<file path="config.mk">
export PLATFORM = sky130hd
export DESIGN_NAME = hp_pair_stage
export DESIGN_NICKNAME = d
export VERILOG_FILES = /design/src/rtl/hp_pkg.sv /design/src/rtl/hp_src_unpack.sv /design/src/rtl/hp_imm_unpack.sv /design/src/rtl/hp_writeback.sv /design/src/rtl/hp_pair_stage.sv
export SDC_FILE = /design/constraint.sdc
export NUM_CORES = 1
export LEC_CHECK = 0
export ABC_AREA = 0
export BUFFER_PORTS_ARGS = -buffer_cell sky130_fd_sc_hd__buf_2
export CAP_MARGIN = 20
export CELL_PAD_IN_SITES_DETAIL_PLACEMENT = 0
export CELL_PAD_IN_SITES_GLOBAL_PLACEMENT = 1
export CORE_ASPECT_RATIO = 0.75
export CORE_MARGIN = 1
export CORE_UTILIZATION = 23
export CTS_BUF_LIST = sky130_fd_sc_hd__clkbuf_8
export DETAILED_ROUTE_END_ITERATION = 8
export PLACE_DENSITY = 0.52
export SLEW_MARGIN = 40
export SYNTH_ARGS = -nofsm -noshare
export SYNTH_HDL_FRONTEND = slang
export SYNTH_SLANG_ARGS = --single-unit
export TNS_END_PERCENT = 50
</file>
<file path="constraint.sdc">
create_clock -name clk -period 9.9 [get_ports clk]
set_clock_uncertainty 0.15 [all_clocks]
set_input_delay 0 -clock clk [delete_from_list [all_inputs] [get_ports clk]]
set_output_delay 0 -clock clk [all_outputs]
set_load 0.01 [all_outputs]
</file>
<file path="src/rtl/hp_pkg.sv">
package hp_pkg;
    localparam int LANE_W    = 16;
    localparam int WORD_W    = 2 * LANE_W;
    localparam int IMM_W     = 9;
    localparam int IMM_SHIFT = LANE_W - 1 - IMM_W;
    localparam int NUM_SRC   = 2;

    typedef enum logic [1:0] {
        SEL_SPLIT = 2'd0,
        SEL_WIDE  = 2'd1,
        SEL_LOW   = 2'd2,
        SEL_HIGH  = 2'd3
    } lane_sel_e;

    typedef enum logic [1:0] {
        WB_PACK   = 2'd0,
        WB_WIDEN  = 2'd1,
        WB_INS_LO = 2'd2,
        WB_INS_HI = 2'd3
    } wb_mode_e;

    typedef struct packed {
        logic              valid;
        logic [WORD_W-1:0] word;
    } wb_state_t;

    // FP32 -> FP16, round to nearest even
    function automatic logic [15:0] f32_to_f16(input logic [31:0] w);
        logic        s;
        logic [7:0]  e;
        logic [22:0] m;
        logic [15:0] r;
        logic [63:0] ext;
        logic [23:0] q;
        logic        g;
        logic        st;
        logic        rnd;
        int          he;
        int          sh;
        s  = w[31];
        e  = w[30:23];
        m  = w[22:0];
        he = int'(e) - 112;
        if (e == 8'hff) begin
            r = (m != '0) ? {s, 5'h1f, 1'b1, m[22:14]} : {s, 15'h7c00};
        end else if (he >= 31) begin
            r = {s, 15'h7c00};
        end else if (he >= 1) begin
            g   = m[12];
            st  = |m[11:0];
            rnd = g & (st | m[13]);
            r   = {s, 15'({he[4:0], m[22:13]}) + 15'(rnd)};
        end else begin
            sh = 126 - int'(e);
            if (sh > 63) sh = 63;
            ext = {(e != 8'd0), m, 40'b0} >> sh;
            q   = ext[63:40];
            g   = ext[39];
            st  = |ext[38:0];
            rnd = g & (st | q[0]);
            r   = {s, 15'(q + 24'(rnd))};
        end
        return r;
    endfunction

    // FP16 -> FP32, exact
    function automatic logic [31:0] f16_to_f32(input logic [15:0] h);
        logic        s;
        logic [4:0]  e;
        logic [9:0]  m;
        logic [31:0] r;
        logic [22:0] frac;
        int          p;
        s = h[15];
        e = h[14:10];
        m = h[9:0];
        p = 0;
        if (e == 5'h1f) begin
            r = {s, 8'hff, m, 13'b0};
        end else if (e != 5'd0) begin
            r = {s, 8'(e) + 8'd112, m, 13'b0};
        end else if (m == '0) begin
            r = {s, 31'b0};
        end else begin
            for (int i = 0; i < 10; i++) begin
                if (m[i]) p = i;
            end
            frac = {13'b0, m} << (23 - p);
            r    = {s, 8'(p + 103), frac};
        end
        return r;
    endfunction
endpackage

</file>
<file path="src/rtl/hp_src_unpack.sv">
module hp_src_unpack
    import hp_pkg::*;
#(
    parameter int LW = LANE_W
) (
    input  logic [2*LW-1:0] word,
    input  logic [1:0]      sel,
    input  logic            abs_en,
    input  logic            neg_en,
    output logic [LW-1:0]   lane0,
    output logic [LW-1:0]   lane1
);
    localparam int WW = 2 * LW;
    logic [LW-1:0] raw0;
    logic [LW-1:0] raw1;
    logic [LW-1:0] narrowed;

    always_comb begin
        narrowed = LW'(f32_to_f16(32'(word)));
        unique case (lane_sel_e'(sel))
            SEL_SPLIT: begin raw0 = word[LW-1:0];  raw1 = word[WW-1:LW]; end
            SEL_WIDE:  begin raw0 = narrowed;      raw1 = narrowed;      end
            SEL_LOW:   begin raw0 = word[LW-1:0];  raw1 = word[LW-1:0];  end
            default:   begin raw0 = word[WW-1:LW]; raw1 = word[WW-1:LW]; end
        endcase
        lane0 = {(raw0[LW-1] & ~abs_en) ^ neg_en, raw0[LW-2:0]};
        lane1 = {(raw1[LW-1] & ~abs_en) ^ neg_en, raw1[LW-2:0]};
    end
endmodule

</file>
<file path="src/rtl/hp_imm_unpack.sv">
module hp_imm_unpack
    import hp_pkg::*;
#(
    parameter int LW = LANE_W,
    parameter int FW = IMM_W
) (
    input  logic [FW-1:0] f0,
    input  logic [FW-1:0] f1,
    input  logic          neg0,
    input  logic          neg1,
    output logic [LW-1:0] lane0,
    output logic [LW-1:0] lane1
);
    localparam int SH = LW - 1 - FW;

    always_comb begin
        lane0 = {neg0, f0, SH'(0)};
        lane1 = {neg1, f1, SH'(0)};
    end
endmodule

</file>
<file path="src/rtl/hp_writeback.sv">
module hp_writeback
    import hp_pkg::*;
(
    input  logic              clk,
    input  logic              rst_n,
    input  logic              req,
    input  logic [1:0]        mode,
    input  logic [LANE_W-1:0] res0,
    input  logic [LANE_W-1:0] res1,
    input  logic [WORD_W-1:0] old_word,
    output logic              out_valid,
    output logic [WORD_W-1:0] out_word
);
    wb_state_t st_d;
    wb_state_t st_q;

    always_comb begin
        st_d       = st_q;
        st_d.valid = req;
        if (req) begin
            unique case (wb_mode_e'(mode))
                WB_PACK:   st_d.word = {res1, res0};
                WB_WIDEN:  st_d.word = WORD_W'(f16_to_f32(16'(res0)));
                WB_INS_LO: st_d.word = {old_word[WORD_W-1:LANE_W], res0};
                default:   st_d.word = {res1, old_word[LANE_W-1:0]};
            endcase
        end
    end

    always_ff @(posedge clk or negedge rst_n) begin
        if (!rst_n) st_q <= '0;
        else        st_q <= st_d;
    end

    assign out_valid = st_q.valid;
    assign out_word  = st_q.word;
endmodule

</file>
<file path="src/rtl/hp_pair_stage.sv">
module hp_pair_stage
    import hp_pkg::*;
(
    input  logic              clk,
    input  logic              rst_n,
    input  logic [WORD_W-1:0] a_word,
    input  logic [1:0]        a_sel,
    input  logic              a_abs,
    input  logic              a_neg,
    input  logic [WORD_W-1:0] b_word,
    input  logic [1:0]        b_sel,
    input  logic              b_abs,
    input  logic              b_neg,
    input  logic [IMM_W-1:0]  imm_f0,
    input  logic [IMM_W-1:0]  imm_f1,
    input  logic              imm_neg0,
    input  logic              imm_neg1,
    output logic [LANE_W-1:0] a_lane0,
    output logic [LANE_W-1:0] a_lane1,
    output logic [LANE_W-1:0] b_lane0,
    output logic [LANE_W-1:0] b_lane1,
    output logic [LANE_W-1:0] imm_lane0,
    output logic [LANE_W-1:0] imm_lane1,
    input  logic              wb_valid,
    input  logic [1:0]        wb_mode,
    input  logic [LANE_W-1:0] res_lane0,
    input  logic [LANE_W-1:0] res_lane1,
    input  logic [WORD_W-1:0] old_dst,
    output logic              dst_valid,
    output logic [WORD_W-1:0] dst_word
);
    logic [WORD_W-1:0] src_word [NUM_SRC];
    logic [1:0]        src_sel  [NUM_SRC];
    logic              src_abs  [NUM_SRC];
    logic              src_neg  [NUM_SRC];
    logic [LANE_W-1:0] src_l0   [NUM_SRC];
    logic [LANE_W-1:0] src_l1   [NUM_SRC];

    assign src_word[0] = a_word;  assign src_word[1] = b_word;
    assign src_sel[0]  = a_sel;   assign src_sel[1]  = b_sel;
    assign src_abs[0]  = a_abs;   assign src_abs[1]  = b_abs;
    assign src_neg[0]  = a_neg;   assign src_neg[1]  = b_neg;

    for (genvar gi = 0; gi < NUM_SRC; gi++) begin : g_src
        hp_src_unpack #(.LW(LANE_W)) u_unpack (
            .word   (src_word[gi]),
            .sel    (src_sel[gi]),
            .abs_en (src_abs[gi]),
            .neg_en (src_neg[gi]),
            .lane0  (src_l0[gi]),
            .lane1  (src_l1[gi])
        );
    end

    assign a_lane0 = src_l0[0];
    assign a_lane1 = src_l1[0];
    assign b_lane0 = src_l0[1];
    assign b_lane1 = src_l1[1];

    hp_imm_unpack #(.LW(LANE_W), .FW(IMM_W)) u_imm (
        .f0    (imm_f0),
        .f1    (imm_f1),
        .neg0  (imm_neg0),
        .neg1  (imm_neg1),
        .lane0 (imm_lane0),
        .lane1 (imm_lane1)
    );

    hp_writeback u_wb (
        .clk       (clk),
        .rst_n     (rst_n),
        .req       (wb_valid),
        .mode      (wb_mode),
        .res0      (res_lane0),
        .res1      (res_lane1),
        .old_word  (old_dst),
        .out_valid (dst_valid),
        .out_word  (dst_word)
    );
endmodule

</file>
### Yosys cells after proc, flatten, opt, wreduce, memory -nomap -nowiden

Cells that the tools add are included.
W data, S select, Z words.

| storage, ports and cells | value |
|---|---|
| bits in registers | 33 |
| word-level logic and storage cells | 102 |
| output and inout port bits | 129 |
| input bits | 161 |

| cells by class | value |
|---|---|
| reduce and logical (&&, ||, !) cells | 15 |
| multiplexer cells | 38 |
| eq/ne operators | 9 |
| magnitude comparators | 6 |
| $add $sub $neg | 11 |
| bitwise gates (word level) | 18 |
| shift-type cells | 3 |

Operator list:

| operator | number |
|---|---|
| $mux W32 | 13 |
| $pmux W16 S2 | 4 |
| $shr A64 B32 Y55 | 2 |
| $pmux W32 S3 | 1 |
| $mux W31 | 3 |
| $mux W15 | 6 |
| $reduce_or A39 Y1 | 2 |
| $ge A32 B2 Y1 const B | 2 |
| $ge A32 B6 Y1 const B | 2 |
| $gt A32 B7 Y1 const B | 2 |
| $add A15 B1 Y15 | 4 |
| $reduce_bool A23 Y1 | 2 |
| $shl A10 B32 Y23 | 1 |
| $sub A6 B32 Y32 const A | 1 |
| $reduce_or A12 Y1 | 2 |
| $mux W10 | 2 |
| $sub A7 B8 Y9 const A | 2 |
| $sub A8 B7 Y9 const B | 2 |
| $eq A8 B8 Y1 const B | 2 |
| $reduce_bool A8 Y1 | 2 |
| $mux W3 | 4 |
| $logic_not A10 Y1 | 1 |
| $add A5 B7 Y8 const B | 1 |
| $add A8 B8 Y8 const B | 1 |
| other kinds (13) | 36 |

### Depth between registers and ports, before layout

Gate-level depths: netlist of the first run.

| depth | value |
|---|---|
| depth in word-level cells | 20 |
| gate-level depth with buffers | 21 |
| mapped depth without buffers | 17 |

### By module

Synthesis of the first run repeated with hierarchy kept, for this count alone.

| unflattened totals | value |
|---|---|
| cell total of the unflattened synthesis | 1,975 |
| area total of the unflattened synthesis | 12,673.4 um^2 |

Modules (own cells, without submodules):

| module | area an instance (um^2) | cells an instance | seq. area each (um^2) | times used |
|---|---|---|---|---|
| hp_src_unpack at g_src[1].u_unpack | 4,978.5 | 825 | 0.0 | 1 |
| hp_src_unpack at g_src[0].u_unpack | 4,814.6 | 782 | 0.0 | 1 |
| hp_writeback | 2,636.3 | 335 | 825.8 | 1 |
| hp_imm_unpack | 244.0 | 33 | 0.0 | 1 |

### Worst setup path before layout of the first run

OpenSTA, ideal clock, no wires.

| path | value |
|---|---|
| path kind | input -> output |
| start point | input port a_word[23] |
| end point | output port a_lane0[10] |
| stages on the path | 21 |
| setup slack | 5.444 ns |
| required time | 9.750 ns |
| arrival | 4.306 ns |
| path buffers | 4 |
| cell sequence | clkbuf_1 -> clkinv_1 -> ha_1 -> buf_2 -> nand2b_1 -> o221a_1 -> buf_4 -> buf_4 -> a21oi_1 -> a2111oi_0 -> mux2i_1 -> mux2i_1 -> a22oi_1 -> nor2_1 -> ha_1 -> o221ai_1 -> nor4_4 -> a31oi_1 -> o31ai_2 -> o21ai_1 -> mux2_2 |

| on the way | value |
|---|---|
| longest elaborated chain between the ends | 15 |

Ends and longest elaborated chain:

| item | line | source |
|---|---|---|
| start: declaration | hp_pair_stage.sv:6 | `input logic [WORD_W-1:0] a_word,` |
| $sub A7 B8 Y9 | hp_pkg.sv:54 | `sh = 126 - int'(e);` |
| $gt A32 B7 Y1 | hp_pkg.sv:55 | `if (sh > 63) sh = 63;` |
| $mux W32 | hp_pkg.sv:55 |  |
| $mux W32 | hp_pkg.sv:48 | `end else if (he >= 1) begin` |
| $mux W32 | hp_pkg.sv:46 | `end else if (he >= 31) begin` |
| $mux W32 | hp_pkg.sv:44 | `if (e == 8'hff) begin` |
| $shr A64 B32 Y55 | hp_pkg.sv:56 | `ext = {(e != 8'd0), m, 40'b0} >> sh;` |
| $reduce_or A39 Y1 | hp_pkg.sv:59 | `st = \|ext[38:0];` |
| $or A1 B1 Y1 | hp_pkg.sv:60 | `rnd = g & (st \| q[0]);` |
| $and A1 B1 Y1 | hp_pkg.sv:60 |  |
| $add A15 B1 Y15 | hp_pkg.sv:61 | `r = {s, 15'(q + 24'(rnd))};` |
| $mux W15 | hp_pkg.sv:48 |  |
| $mux W15 | hp_pkg.sv:46 |  |
| $mux W15 (*) | hp_pkg.sv:44 |  |
| $pmux W16 S2 (*) | hp_src_unpack.sv:20 | `unique case (lane_sel_e'(sel))` |
| end: declaration | hp_pair_stage.sv:18 | `output logic [LANE_W-1:0] a_lane0,` |

Mark *: on every way between the ends. The rest lies on a longest branch, timed or not. The select of a mux whose other input is x is not followed.

### Final worst setup path of the first run

Ends and elaborated chain as after synthesis.

==> flow_summary_export.csv, run 1 <==
group,metric,value,unit
status,status,"complete, but fails checks",
status,violations,"negative hold slack",
power_and_ir_drop,power.share.switching,0.526,
die,ios,290,
global_route,grt-ovfl-total,0,
layout,num-nets-final,1956,
route,num_vias,13900,
route,first_pass_iters,7,
setup_path,cp_slowest_cell,"a2111oi_2",
layout,n_fill_cell,5052,
synth,yosysWarnings,0,
synth,yosysSeqAreaShare,0.0775,
global_route,grt_max_degree,52,
clocking,cts_setup_buffers,0,
synth,synthDistinctLibCells,102,
clocking,cts_tree,"built",
route,wl_met1,26.2,mm
placement,hpwlAfterDp,42.2,mm
route,wl_met3,4.95,mm
synth,async_reset_ff_frac,1.00,
route,final_antenna_net_count,0,
synth,netlist_instances,1592,
power_and_ir_drop,p_leak,4.88,nW
timing,setup_ws,3.42,ns
setup_path,critPathRequiredTime,9.75,ns
timing,slew-limit-headroom,0.426,
timing,finalCritPeriodShare,0.654,
route,wl_per_cell,23.2,µm
synth,ys_ff_latch,33,
placement,dp.cells,2283,
hold_path,holdCritPathClass,"primary input to flop",
power_and_ir_drop,pwr-share-seq,0.154,
timing,drv_slew,0,
setup_path,crit_type,"primary input to output port",
clocking,ctsLongestPathBuffers,2,
setup_path,crit_chain,"buf_2, clkinv_1, ha_1, buf_4, nand2b_1, o221a_1, a21oi_1, a2111oi_2, nand2_1, a32oi_1, a32oi_2, inv_1, ha_1, o221ai_1, nor4_4, a31oi_1, o31ai_2, o21ai_1, mux2_2, buf_2",
clocking,htree_levels,2,
timing,max_freq,154,MHz
flow_run,maxCapViolCount,0,
die,die_h,188,µm
placement,portBuffers,237,
route,via_per_inst,5.91,
timing,hold_violations,1,
timing,rsz0062_at_grt,"no",
setup_path,cp.depth,20,
route,drc,0,
setup_path,r2r_start,"u_wb.out_word[19]",
clocking,cts.sinks,33,
timing,min_period,6.48,ns
timing,worst_pin_slew,0.858,ns
layout,seq_area,826,µm²
clocking,cts_made_buffers,5,
die,die-area,47200,µm²
timing,setup_tns,0,ns
die,die_w,250,µm
power_and_ir_drop,power,0.00104,W
power_and_ir_drop,worst_ir_drop_vdd,0.0000627,V
clocking,root_buffer,"clkbuf_8",
setup_path,worstSetupEndpoint,"a_lane0[10]",
synth,synth_area,10600,µm²
route,top_layer,"met5",
synth,synth.avg_cell_area,6.69,µm²
timing,hold_ws,-0.00312,ns
placement,place_congestion,0.974,
setup_path,critical_path.top_delay_family,"compound AO/OA/AOI/OAI gates",
setup_path,worst-path-buf-inv,5,
layout,stdcell_count,2355,
die,rows,67,
power_and_ir_drop,p_int,0.000491,W
power_and_ir_drop,power.switching,0.000545,W
global_route,grt.total_usage,0.219,
power_and_ir_drop,combinationalPowerShare,0.715,
global_route,grt_pass1_wl,81.5,mm
clocking,clkLatencyLatePin,0.29,ns
synth,ys.flop_type,"dfrtp_1",
setup_path,end_kind,"output port",
die,placeableCoreArea,45200,µm²
route,wl,54.6,mm
setup_path,startpoint_type,"primary input",
layout,multi_input_area,8900,µm²
synth,synth_edf_count,0,
setup_path,rrSetupSlack,8.98,ns
setup_path,max_stage_delay,0.63,ns
power_and_ir_drop,p_clk_frac,0.131,
setup_path,cp-startpoint,"a_word[23]",
setup_path,arrival,6.33,ns
global_route,grt_pass1_vias,12600,
setup_path,crit_fanout,45,
placement,dpl_worst_slack,3.48,ns
setup_path,r2r_end,"u_wb.out_word[19]",
layout,drive_gt1_frac,0.211,
power_and_ir_drop,cellPowerDensity,81.0,nW/µm²
layout,syn_to_final_growth,20.1,%
die,initial_core_util,0.236,
route,drtIter0Drc,1408,
global_route,antenna_found_initial,1,
layout,antenna_cells,0,
route,wl_met2,22.5,mm
clocking,clk_pin_slew,0.07,ns
setup_path,ff2ff_path_depth,1,
timing,setup_violations,0,
==> per-stage QoR <==
step / util / instance area [µm²]
after floorplan: - / 10700
after global placement: 0.264 / 11900
after detailed placement: 0.265 / 12000
after CTS: 0.281 / 12700
after global routing: 0.283 / 12800
final: 0.283 / 12800
==> sequential cells by signal (all words and copies together) (netlist names) <==
register and cells:
u_wb.out_valid 1, u_wb.out_word 32
==> how the worst min path moves through the flow <==
stage                             start           endpoint  cells after the start
after CTS                  res_lane1[4]  u_wb.out_word[20]                      4
final                       old_dst[15]  u_wb.out_word[15]                      5
after global placement        imm_f0[4]      imm_lane0[10]                      0
after global routing      res_lane1[15]  u_wb.out_word[31]                      4
after floorplan                   rst_n     u_wb.out_valid                      0
after detailed placement      imm_f0[4]      imm_lane0[10]                      0
==> synth_stat cells (12+ instances only) <==
cell type / n / area, µm²
nand3_1: 66 / 330
nor2_1: 127 / 477
and2_1: 29 / 181
and3_1: 16 / 100
o2111ai_1: 22 / 193
inv_1: 49 / 184
nand4_1: 18 / 113
buf_4: 40 / 300
a22oi_1: 29 / 218
mux2i_1: 38 / 380
xnor2_1: 33 / 289
nor2b_1: 30 / 188
mux2_2: 22 / 248
a211oi_1: 48 / 360
dfrtp_1: 33 / 826
clkbuf_1: 91 / 342
o211ai_1: 26 / 195
nand2b_1: 12 / 75.1
o21ai_0: 105 / 526
buf_2: 23 / 115
nand2_1: 128 / 480
nor3_1: 31 / 155
ha_1: 27 / 338
o221ai_1: 13 / 114
or2_2: 12 / 75.1
a21oi_1: 208 / 1040
xor2_1: 25 / 219
nor4_1: 19 / 119
a2bb2oi_1: 16 / 140
==> routing by layer <==
metal,global-route usage,vias to the layer above
met5,0,-
met4,0.0366,2
met3,0.0359,82
met2,0.322,757
met1,0.333,6713
li1,-,6362
==> cell usage in the layout (no fill, tap or decap), types with 29 or more instances in the layout <==
cell type	instances
a22oi_1	29
dfrtp_1	33
nand2_1	127
xnor2_1	33
inv_1	50
o21ai_0	105
nor2_1	126
mux2i_1	38
a211oi_1	47
dlygate4sd3_1	63
and2_1	29
nor3_1	29
nor2b_1	30
nand3_1	66
buf_2	235
a21oi_1	207
==> power by group through the flow <==
stage	clock [W]	combinational, W	sequential, W
after floorplan	0	0.000439	0.000170
after detailed placement	0	0.000692	0.000162
after CTS	0.000140	0.000719	0.000159
final	0.000136	0.000740	0.000159
after global placement	0	0.000701	0.000161
after global routing	0.000145	0.000788	0.000162
==> timing repair <==
action                    in CTS  in global routing
hold buffers                  62                  1
hold endpoints to repair      86                  1
gates resized for setup        0                  0
==> kinds of logic (layout without fill, tap and decap cells) <==
group / after synthesis / count (layout) / share of synthesized area
compound gates: 650 / 650 / 0.419
xor+xnor: 58 / 58 / 0.0477
fa+ha+maj: 27 / 27 / 0.0317
buf+inv: 219 / 385 / 0.0989
flops: 33 / 33 / 0.0775
mux: 62 / 62 / 0.0632
other cells: 1 / 12 / 0.000352
simple gates: 542 / 542 / 0.262
==> area by class of cell <==
cell class	instances	area share
clock inverters	2	0.00264
multi-input cells	1351	0.696
flip-flops and latches	33	0.0646
inverters	52	0.0153
well taps	586	0.0573
clock buffers	6	0.00646
repair buffers	325	0.157
(Power assumes the default switching activity.)
==> inputs of run 2 (changes only) <==
- PLACE_DENSITY: 0.52 -> 0.54
- clock period: 9.9 -> 5.5 ns (I/O delays scaled with it)
==> run 2 against run 1 <==
The flow now finishes without violations. First-iteration DRC count increased by 9.1%. Flip-flop and latch count stayed put. Setup slack worse by 3.2 ns. Largest power group unchanged. Via count rose by 0.44%. Sequential power up 81%. Count of clock-buffer cells in the layout down 1. Sequential share of layout area down 0.086 points. Highest routed layer unchanged. Register-to-register slack lost 4.4 ns. Cell count grew 1.4%. Clock power rose by 39%. Utilization grew 0.38 points.
==> flow_summary_export.csv, run 2 (same netlist as run 1, synthesis figures left out) <==
group,metric,value,unit
setup_path,crit_fanout,16,
die,ios,290,
hold_path,worstHoldEndpoint,"u_wb.out_word[21]",
global_route,grt-ovfl-total,0,
hold_path,hp-start,"res_lane1[5]",
clocking,hold_buffers,63,
die,die-area,47200,µm²
route,final_antenna_net_count,0,
timing,min_period,5.24,ns
power_and_ir_drop,cellPowerDensity,141,nW/µm²
setup_path,end_kind,"output port",
setup_path,rrSetupSlack,4.59,ns
timing,drv_slew,0,
timing,setup_tns,0,ns
placement,hpwlAfterDp,42.7,mm
layout,drive_gt1_frac,0.219,
global_route,grt_pass1_vias,12900,
timing,max_freq,191,MHz
route,first_pass_iters,6,
power_and_ir_drop,p_leak,5.03,nW
global_route,grt_pass1_wl,81.2,mm
die,die_w,250,µm
route,wl,53.9,mm
timing,slew-limit-headroom,0.499,
setup_path,r2r_start,"u_wb.out_word[16]",
setup_path,r2r_end,"u_wb.out_word[16]",
timing,setup_violations,0,
timing,finalCritPeriodShare,0.953,
setup_path,critPathRequiredTime,5.35,ns
setup_path,ff2ff_path_depth,1,
route,num_vias,14000,
die,initial_core_util,0.236,
route,drc,0,
clocking,clkLatencyLatePin,0.29,ns
clocking,htree_levels,2,
placement,place_congestion,0.945,
flow_run,maxCapViolCount,0,
hold_path,holdCritPathClass,"primary input to flop",
global_route,grt_max_degree,52,
timing,worst_pin_slew,0.752,ns
layout,antenna_cells,0,
timing,rsz0062_at_grt,"no",
power_and_ir_drop,worst_ir_drop_vdd,0.000103,V
global_route,antenna_found_initial,1,
setup_path,startpoint_type,"primary input",
route,via_per_inst,5.85,
die,die_h,188,µm
clocking,cts_setup_buffers,0,
layout,n_fill_cell,5071,
clocking,cts.sinks,33,
setup_path,arrival,5.09,ns
die,placeableCoreArea,45200,µm²
hold_path,whs_path_depth,4,
global_route,grt.total_usage,0.217,
route,drtIter0Drc,1536,
layout,utilization,0.287,
clocking,root_buffer,"clkbuf_8",
clocking,cts_tree,"built",
setup_path,crit_type,"primary input to output port",
timing,hold_violations,0,
placement,portBuffers,237,
layout,largest_register_ffs,32,
route,wl_per_cell,22.6,µm
layout,final_cell_mix,"buf_2, a21oi_1, nand2_1",
layout,final_common_cell,"buf_2",
status,status,"completed",
die,rows,67,
clocking,cts_made_buffers,5,
clocking,ctsLongestPathBuffers,2,
clocking,clk_pin_slew,0.08,ns
layout,syn_to_final_growth,21.7,%
clocking,ctsResizeCount,0,
layout,num-nets-final,1990,
## run 2: how the worst max path moves through the flow
stage	from	end	slack, ns
after floorplan	a_word[23]	a_lane0[10]	1.04
after global placement	b_word[23]	b_lane0[0]	0.33
after detailed placement	b_word[23]	b_lane1[12]	0.38
after CTS	b_word[23]	b_lane1[12]	0.38
after global routing	a_word[27]	a_lane0[10]	0.02
final	a_word[27]	a_lane1[9]	0.26
## run 2: worst max-delay path, cell delays in order
cell       delay (ns)
buf_2            0.18
ha_1             0.30
nand3_1          0.26
o21ai_4          0.50
a211oi_4         0.24
buf_4            0.23
a2111oi_1        0.60
buf_4            0.24
mux2i_1          0.09
mux2i_1          0.35
a32oi_1          0.31
nor2_1           0.32
nand2_1          0.14
a311oi_1         0.50
o21ai_0          0.22
a2bb2oi_1        0.38
buf_2            0.21
## run 2: area by class of cell
cell class                 count  area, µm²  area share
clock inverter                 3       17.5     0.00135
multi-input combinational   1351       8830       0.681
inverter                      52        195      0.0151
clock buffer                   5       68.8     0.00531
sequential                    33        826      0.0637
tap                          586        733      0.0566
timing repair buffer         359       2290       0.177
## run 2: report_power, final
part | switching, W | internal (W)
clock | 0.000101 | 0.0000875
combinational | 0.000862 | 0.000488
sequential | 0.0000148 | 0.000272
total | 0.000978 | 0.000847
## run 2: metal layers
layer,wire length (µm),vias to the layer above,global-route usage
li1,-,6439,-
met1,26200,6798,0.336
met2,22900,694,0.322
met3,4270,44,0.0242
met4,482,2,0.0269
met5,13,-,0
## run 2: metrics by stage
| step | instances | setup slack [ns] | hold slack [ns] | instance area (µm²) | power [W] |
|---|---|---|---|---|---|
| after CTS | 2389 | 0.385 | 0.00545 | 12900 | 0.00181 |
| after detailed placement | 2318 | 0.378 | -0.150 | 12200 | 0.00156 |
| after floorplan | 1603 | 1.04 | -0.446 | 10700 | 0.00110 |
| final | 2389 | 0.260 | 0.0110 | 13000 | 0.00182 |
| after global routing | 2389 | 0.0221 | 0.0548 | 13000 | 0.00194 |
| after global placement | 2316 | 0.333 | -0.150 | 12200 | 0.00157 |
==> inputs of run 3 (changes only) <==
==> constraint.sdc (replaced) <==
create_clock -name clk -period 5.5 [get_ports clk]
set_clock_uncertainty 0.15 [all_clocks]
set_input_delay 0.825 -clock clk [delete_from_list [all_inputs] [get_ports clk]]
set_output_delay 0.825 -clock clk [all_outputs]
set_load 0.01 [all_outputs]
==> run 3 against run 2 <==
The flow now finishes with violations (negative setup slack). Setup slack got worse by 0.50 ns. First-iteration DRC count is 12% higher. Hold slack better by 0.31 ns. Sequential share of layout area decreased by 1.7 points. Via count increased by 11%. Register-to-register slack is essentially flat. Cell area increased by 35%. Largest power group unchanged.
==> flow_summary_export.csv, run 3 (same netlist as run 1, synthesis figures left out) <==
group,metric,value,unit
layout,final_common_cell,"buf_4",
power_and_ir_drop,p_leak,7.21,nW
clocking,ctsLongestPathBuffers,2,
timing,finalCritPeriodShare,1.04,
layout,final_cell_mix,"buf_4, buf_2, a21oi_1",
clocking,cts.sinks,33,
power_and_ir_drop,cellPowerDensity,141,nW/µm²
route,num_vias,15500,
layout,syn_to_final_growth,64.2,%
route,final_antenna_net_count,0,
timing,min_period,5.74,ns
timing,hold_violations,0,
placement,portBuffers,237,
global_route,grt_max_degree,52,
status,status,"complete, but fails checks",
power_and_ir_drop,worst_ir_drop_vdd,0.0000963,V
power_and_ir_drop,power,0.00247,W
layout,finalInstanceArea,17500,µm²
route,wl,62.8,mm
die,die_w,250,µm
die,die_h,188,µm
clocking,clkLatencyLatePin,0.30,ns
die,placeableCoreArea,45200,µm²
die,die-area,47200,µm²
flow_run,maxCapViolCount,0,
route,first_pass_iters,6,
placement,hpwlAfterDp,49.8,mm
die,ios,290,
timing,slew-limit-headroom,0.474,
setup_path,crit_fanout,6,
global_route,grt.total_usage,0.250,
timing,rsz0062_at_grt,"yes",
timing,setup_ws,-0.242,ns
clocking,htree_levels,2,
setup_path,startpoint_type,"primary input",
clocking,cts_tree,"built",
clocking,hold_buffers,0,
route,via_per_inst,5.69,
global_route,grt_pass1_wl,91.6,mm
route,drtIter0Drc,1717,
die,rows,67,
setup_path,crit_type,"primary input to output port",
layout,num-nets-final,2329,
layout,largest_register_ffs,32,
route,wl_per_cell,23.0,µm
clocking,clk_pin_slew,0.08,ns
timing,max_freq,174,MHz
placement,post_dp_cell_area,15100,µm²
setup_path,critPathRequiredTime,4.53,ns
die,initial_core_util,0.236,
layout,drive_gt1_frac,0.470,
placement,place_congestion,0.978,
setup_path,rrSetupSlack,4.59,ns
setup_path,arrival,4.77,ns
setup_path,end_kind,"output port",
timing,setup_tns,-3.62,ns
timing,drv_slew,0,
timing,setup_violations,32,
hold_path,holdCritPathClass,"primary input to asynchronous set/reset pin",
global_route,grt_pass1_vias,14500,
global_route,grt-ovfl-total,0,
clocking,cts_made_buffers,5,
status,violations,"negative setup slack",
timing,worst_pin_slew,0.789,ns
global_route,antenna_found_initial,2,
clocking,root_buffer,"clkbuf_8",
route,drc,0,
-- run 3: final cells by class --
class	instances	area (µm²)
sequential	33	826
timing repair buffer	698	5130
inverter	52	205
tap	586	733
antenna	1	2.50
clock inverter	3	65.1
fill	4768	27700
clock buffer	5	68.8
multi-input combinational	1351	10500
-- run 3: timing repair --
item / 4_1_cts / 5_1_grt
hold endpoints to repair: 0 / 0
pin swaps: 68 / 80
gates resized for setup: 240 / 123
gates cloned: 5 / 2
buffers inserted: 29 / 21
setup endpoints to repair: 57 / 58
-- run 3: path summary, 6_finish.rpt --
path,end,cells past startpoint,startpoint
min in group clk,u_wb.out_word[28],1,u_wb.out_word[28]
max in group asynchronous,u_wb.out_word[13],1,rst_n
hold reg to reg,u_wb.out_word[28],1,u_wb.out_word[28]
hold / removal,u_wb.out_word[31],1,rst_n
setup reg to reg,u_wb.out_word[21],1,u_wb.out_word[21]
setup / recovery,b_lane1[8],22,b_word[24]
-- run 3: routing by layer --
layer / global-route usage / share of wire / wire, µm / up-vias
li1: - / - / - / 7124
met1: 0.373 / 0.48 / 30000 / 7532
met2: 0.364 / 0.41 / 25900 / 786
met3: 0.0588 / 0.094 / 5880 / 75
met4: 0.0385 / 0.015 / 962 / 2
met5: 0 / 0.00021 / 13 / -
-- run 3: power breakdown --
part / leakage, nW / internal [W] / total (W) / switching [W]
clock: 0.0681 / 0.000180 / 0.000285 / 0.000105
combinational: 6.76 / 0.000829 / 0.00190 / 0.00107
sequential: 0.385 / 0.000272 / 0.000288 / 0.0000158
-- run 3: critical path, stage by stage --
cell	delay, ns
buf_8	0.11
ha_4	0.16
nand2b_4	0.18
a311oi_4	0.29
or4_4	0.25
buf_8	0.14
buf_4	0.14
a21oi_2	0.04
or4_1	0.51
o2111a_2	0.20
a22oi_2	0.31
inv_1	0.09
ha_2	0.20
o211ai_1	0.16
nor2_1	0.11
buf_4	0.15
buf_4	0.13
a211o_1	0.29
nand3_1	0.08
a21o_1	0.14
a22oi_1	0.09
buf_2	0.16
-- run 3: per-stage QoR --
step	instances	worst slack (ns)	utilization	hold WS [ns]
global route	2729	-0.382	0.387	0.346
floorplan	1603	-0.0254	-	0.379
finish	2729	-0.242	0.387	0.320
CTS	2709	-0.138	0.371	0.356
detailed placement	2669	-0.602	0.334	0.336
global placement	2669	-0.617	0.333	0.332
